### src/rtl/incr_pkg.sv
package incr_pkg;
    typedef enum logic [1:0] {
        ACT_IDLE = 2'd0,
        ACT_PASS = 2'd1,
        ACT_BUMP = 2'd2
    } act_e;

    // Fixed priority: pass is tried first, bump only if pass cannot run.
    function automatic act_e pick_action(input logic have_word,
                                         input logic room_out,
                                         input logic is_zero);
        if (have_word && room_out && !is_zero) return ACT_PASS;
        else if (have_word && is_zero)         return ACT_BUMP;
        else                                   return ACT_IDLE;
    endfunction
endpackage

### src/rtl/incr_sched.sv
module incr_sched
    import incr_pkg::*;
#(
    parameter int WIDTH = 32
) (
    input  logic             have_word,
    input  logic [WIDTH-1:0] head,
    input  logic             room_out,
    output act_e             act
);
    logic is_zero;
    assign is_zero = (head == '0);
    assign act     = pick_action(have_word, room_out, is_zero);
endmodule

### src/rtl/incr_step_reg.sv
module incr_step_reg #(
    parameter int WIDTH     = 32,
    parameter int INIT_STEP = 1
) (
    input  logic             clk,
    input  logic             rst,
    input  logic             bump,
    input  logic             touched,
    output logic [WIDTH-1:0] step
);
    localparam logic [WIDTH-1:0] STEP_RST = WIDTH'(INIT_STEP);

    always_ff @(posedge clk) begin
        if (rst)       step <= STEP_RST;
        else if (bump) step <= step + WIDTH'(1);
    end

    assert_bump_adds_one_R4: assert property (@(posedge clk) disable iff (rst)
        bump |=> step == $past(step) + WIDTH'(1));
    assert_hold_when_idle_R6: assert property (@(posedge clk) disable iff (rst)
        !touched |=> $stable(step));
endmodule

### src/rtl/incr_xactor.sv
module incr_xactor
    import incr_pkg::*;
#(
    parameter int WIDTH     = 32,
    parameter int INIT_STEP = 1
) (
    input  logic             clk,
    input  logic             rst,
    input  logic             up_valid,
    input  logic [WIDTH-1:0] up_data,
    output logic             up_ready,
    output logic             dn_valid,
    output logic [WIDTH-1:0] dn_data,
    input  logic             dn_ready,
    output logic             fired
);
    act_e             act;
    logic [WIDTH-1:0] step;
    logic             do_pass;
    logic             do_bump;

    incr_sched #(.WIDTH(WIDTH)) u_sched (
        .have_word (up_valid),
        .head      (up_data),
        .room_out  (dn_ready),
        .act       (act)
    );

    assign do_pass = (act == ACT_PASS);
    assign do_bump = (act == ACT_BUMP);

    incr_step_reg #(.WIDTH(WIDTH), .INIT_STEP(INIT_STEP)) u_step (
        .clk     (clk),
        .rst     (rst),
        .bump    (do_bump),
        .touched (fired),
        .step    (step)
    );

    assign dn_valid = do_pass;
    assign dn_data  = up_data + step;
    assign up_ready = do_pass | do_bump;
    assign fired    = do_pass | do_bump;

    assert_pass_guard_R1: assert property (@(posedge clk) disable iff (rst)
        dn_valid |-> (up_valid && dn_ready && up_data != '0));
    assert_zero_absorbed_R3: assert property (@(posedge clk) disable iff (rst)
        (up_valid && up_data == '0) |-> (up_ready && !dn_valid));
    assert_ready_needs_word_R6: assert property (@(posedge clk) disable iff (rst)
        up_ready |-> up_valid);
    assert_fired_needs_word_R7: assert property (@(posedge clk) disable iff (rst)
        fired |-> up_valid);
endmodule

### config.mk
export PLATFORM = sky130hd
export DESIGN_NAME = incr_xactor
export DESIGN_NICKNAME = d
export VERILOG_FILES = /design/src/rtl/incr_pkg.sv /design/src/rtl/incr_sched.sv /design/src/rtl/incr_step_reg.sv /design/src/rtl/incr_xactor.sv
export SDC_FILE = /design/constraint.sdc
export NUM_CORES = 1
export LEC_CHECK = 0
export CAP_MARGIN = 30
export CORE_AREA = 2 2 78 80
export CTS_CLUSTER_SIZE = 14
export DETAILED_ROUTE_END_ITERATION = 12
export DIE_AREA = 0 0 80 82
export DONT_BUFFER_PORTS = 1
export GPL_TIMING_DRIVEN = 0
export PLACE_DENSITY_LB_ADDON = 0.2
export SLEW_MARGIN = 5
export SYNTH_ARGS = -nofsm -noshare
export SYNTH_HDL_FRONTEND = slang
export SYNTH_HIERARCHICAL = 1
export SYNTH_SLANG_ARGS = --single-unit
### constraint.sdc
create_clock -name clk -period 2.7 [get_ports clk]
set_input_delay 0.27 -clock clk [delete_from_list [all_inputs] [get_ports clk]]
set_output_delay 0.27 -clock clk [all_outputs]
set_load 0.03 [all_outputs]
==> results.sh <==
export IMPL_arrival_ns=2.73
export IMPL_reg2reg_depth=5
export IMPL_final_setup_viol_count=11
export IMPL_critical_path_peak_fanout=4
export IMPL_fmaxAchievable_mhz=334
export IMPL_largest_reg_flops=32
export IMPL_gr_usage_met2=0.461
export IMPL_final_setup_worst_slack_ns=-0.295
export IMPL_wire_per_inst_um=19.5
export IMPL_fp_coreArea_mm2=0.00575
export IMPL_layout_core_utilization=0.764
export IMPL_path_clk_slew_ns=0.07
export IMPL_grt_max_degree=11
export IMPL_synthesis_yosys_warnings=6
export IMPL_critical_path_startpoint_type="register"
export IMPL_cts_sinks=32
export IMPL_antenna_found_initial=0
export IMPL_static_leakage_power_uw=0.00167
export IMPL_grt_busiest_layer="met2"
export IMPL_slowest_stage="sky130_fd_sc_hd__dfxtp_4"
export IMPL_whs_path_depth=2
export IMPL_routed_via_density=6.62
export IMPL_remaining_drc_errors=0
export IMPL_post_route_cells_drive_above_1_share=0.325
export IMPL_worst_slew_pin_tran_ns=0.720
export IMPL_grt_first_pass_wirelength_um=14500
export IMPL_syn_num_nets=494
export IMPL_vdd_ir_drop_max_mv=0.349
export IMPL_post_synthesis_cell_area_mm2=0.00330
export IMPL_final_max_slew_viol_count=0
export IMPL_htree_levels=2
export IMPL_final_design_area_no_fill_mm2=0.00439
export IMPL_status="finished, violations left"
export IMPL_ys_flop_type="sky130_fd_sc_hd__dfxtp_1"
export IMPL_clock_skew_final_ns=0.00343
export IMPL_rows=28
export IMPL_dr_pass1_iters=6
export IMPL_routed_via_count=3469
export IMPL_synth_edf_count=0
export IMPL_largest_register="u_step/step"
export IMPL_maxCapViolCount=0
export IMPL_final_fill_count=373
export IMPL_final_period_utilization=1.11
export IMPL_grt_overflow=0
export IMPL_synth_mux_area_fraction=0.0405
export IMPL_slew_headroom=0.516
export IMPL_cp_end_kind="output pin"
export IMPL_place_area_mm2=0.00342
export IMPL_floorplan_initialDensity=0.575
export IMPL_gp_congestion=0.904
export IMPL_die_x_um=80
export IMPL_reg_top3="u_step/step (32)"
export IMPL_post_synth_xor_area_fraction=0.111
export IMPL_cts_buffers_inserted=5
export IMPL_critPathBufInv=2
export IMPL_postRouteAntennaNets=0
export IMPL_rsz0062_at_grt="true"
export IMPL_fin_crit_ns=3.00
export IMPL_worst_ep_required_time_ns=2.43
export IMPL_ctsLongestPathBuffers=2
export IMPL_root_buffer="sky130_fd_sc_hd__clkbuf_8"
export IMPL_distinct_cell_type_count_of_the_synthesized_netlist=61
export IMPL_netlist_top_cell_by_area="sky130_fd_sc_hd__dfxtp_1"
export IMPL_post_synth_inst_count=423
export IMPL_area_growth_synth_to_final_pct=32.9
export IMPL_fp_dieArea_mm2=0.00656
export IMPL_io_pins=71
export IMPL_first_global_vias=3021
export IMPL_floorplan_die_height_um=82
export IMPL_ys_seq_elements=32
export IMPL_cellPowerDensity_mw_per_mm2=254
export IMPL_globalRouteMet3Util=0.0451
export IMPL_synth_top_family_by_area="simple AND/OR/NAND/NOR gates"
export IMPL_critical_path_cell_chain="ha_4, buf_4, buf_6, a211oi_4, o211ai_2, a31o_4, o2111ai_4, nand3_2, a41o_1, xor2_4"
export IMPL_detail_route_iter0_violations=196
export IMPL_yosys_area_top_type_share=0.194
export IMPL_syn_avg_cell_area_um2=7.81
export IMPL_globalRouteMet1Util=0.379
export IMPL_seq_total_area_yosys=0.194
export IMPL_synth_compound_gate_area_share=0.206
export IMPL_port_buffer_count=0
export IMPL_async_reset_ff_frac=0
export IMPL_insertion_delay_ns=0.28
export IMPL_n_antenna_cell=0
export IMPL_hold_path_class="in -> reg"
export IMPL_simple_gate_share_of_the_synthesized_area=0.279
export IMPL_grt_usage=0.280
export IMPL_final_nets=519
export IMPL_critical_path_top_delay_family="compound AO/OA/AOI/OAI gates"
export IMPL_timing_worst_setup_path_type="reg -> out"
export IMPL_post_synthesis_share_of_cell_area_spent_on_full_adders_half_adders_and_majority_gates=0.135
export IMPL_failed_checks="setup timing"
export IMPL_number_of_endpoints_with_negative_hold_slack_in_the_final_report=0
export IMPL_tritoncts="done"
export IMPL_routed_wirelength_um=10200
export IMPL_cp_slowest_stage_delay_ns=0.37
export IMPL_synth_top_cells_by_area="sky130_fd_sc_hd__dfxtp_1 19%, sky130_fd_sc_hd__ha_1 13%, sky130_fd_sc_hd__xor2_1 6.4%"
export IMPL_place_detailed_hpwl_um=6760
export IMPL_critical_path_cell_count=10
-- cells by family after synthesis --
group / count (synthesis)
simple gates: 172
compound gates: 104
xor+xnor: 42
fa+ha+maj: 35
flops: 32
buf+inv: 26
mux: 12
-- path summary, 6_finish.rpt --
kind                                                   start                            to  slack, ns
worst max register to register   u_step/step[9]$_SDFFE_PP0P_  u_step/step[31]$_SDFFE_PP0P_       0.62
worst max-delay path             u_step/step[0]$_SDFFE_PP1P_                   dn_data[29]      -0.30
worst min register to register  u_step/step[22]$_SDFFE_PP0P_  u_step/step[22]$_SDFFE_PP0P_       0.52
worst min-delay path                                     rst  u_step/step[26]$_SDFFE_PP0P_       0.23
-- cells in the mapped netlist, types with 3 or more instances --
cell	n
sky130_fd_sc_hd__or3_1	6
sky130_fd_sc_hd__mux2_2	9
sky130_fd_sc_hd__dfxtp_1	32
sky130_fd_sc_hd__ha_1	34
sky130_fd_sc_hd__nor4_1	9
sky130_fd_sc_hd__and4_1	3
sky130_fd_sc_hd__o31ai_1	3
sky130_fd_sc_hd__xnor2_1	18
sky130_fd_sc_hd__nand3_1	13
sky130_fd_sc_hd__o21ai_0	24
sky130_fd_sc_hd__and2_1	4
sky130_fd_sc_hd__a211oi_1	4
sky130_fd_sc_hd__nor3_1	18
sky130_fd_sc_hd__a21o_1	5
sky130_fd_sc_hd__xor2_1	24
sky130_fd_sc_hd__nand2_1	33
sky130_fd_sc_hd__nor2b_1	14
sky130_fd_sc_hd__inv_1	11
sky130_fd_sc_hd__or4_1	3
sky130_fd_sc_hd__o211ai_1	3
sky130_fd_sc_hd__clkbuf_1	11
sky130_fd_sc_hd__a21oi_1	40
sky130_fd_sc_hd__nor2_1	35
sky130_fd_sc_hd__o21a_1	3
sky130_fd_sc_hd__nand4_1	18
sky130_fd_sc_hd__and3_1	5
-- routing by layer --
metal  wire length, µm  part of all wire  vias to the layer above
li1                  -                 -                     1608
met5                 0                 0                        -
met2              4970              0.49                      193
met3               700             0.069                       45
met4               311             0.030                        0
met1              4240              0.41                     1623
-- through the flow --
stage | setup slack, ns | TNS [ns] | std cells | power, µW | hold slack [ns]
6_report | -0.295 | -1.94 | 524 | 1110 | 0.227
3_5_place_dp | -0.319 | -4.96 | 498 | 679 | 0.507
4_1_cts | -0.273 | -1.09 | 516 | 1080 | 0.216
2_1_floorplan | 0.00619 | 0 | 423 | 654 | 0.468
5_1_grt | -0.392 | -3.32 | 524 | 1160 | 0.235
3_3_place_gp | -0.285 | -4.12 | 498 | 677 | 0.494
-- repair_timing --
item	in CTS	in global routing
endpoints found under the setup margin	23	30
pin swaps	26	33
buffers inserted	11	10
resized for setup	72	59
hold buffers	0	0
-- placed cells by master, fill, tap and decap left out, types with 7 or more instances in the layout --
cell	instances
sky130_fd_sc_hd__xnor2_1	10
sky130_fd_sc_hd__nand3_1	11
sky130_fd_sc_hd__nor2b_1	14
sky130_fd_sc_hd__nor3_1	12
sky130_fd_sc_hd__mux2_2	9
sky130_fd_sc_hd__nand4_1	18
sky130_fd_sc_hd__buf_4	20
sky130_fd_sc_hd__nand2_1	31
sky130_fd_sc_hd__o21ai_0	16
sky130_fd_sc_hd__nor2_1	33
sky130_fd_sc_hd__xor2_4	9
sky130_fd_sc_hd__clkbuf_1	7
sky130_fd_sc_hd__a21oi_1	31
sky130_fd_sc_hd__dfxtp_1	19
sky130_fd_sc_hd__ha_1	21
sky130_fd_sc_hd__xor2_1	12
sky130_fd_sc_hd__dfxtp_2	7
sky130_fd_sc_hd__inv_1	11
sky130_fd_sc_hd__ha_4	10
-- power breakdown --
group	switching (µW)	internal, µW
sequential	0.0000000186	466
combinational	175	93.0
clock	175	203
-- area by class of cell --
| type | count | area, µm² | share of cell area |
|---|---|---|---|
| multi-input cells | 365 | 3260 | 0.743 |
| clock buffers | 6 | 82.6 | 0.0188 |
| clock inverters | 2 | 10.0 | 0.00228 |
| flip-flops and latches | 32 | 672 | 0.153 |
| plain buffers | 12 | 62.6 | 0.0143 |
| well taps | 75 | 93.8 | 0.0214 |
| inverters | 11 | 41.3 | 0.00941 |
| repair buffers | 21 | 165 | 0.0376 |
Power figures use the tool's default switching activity.
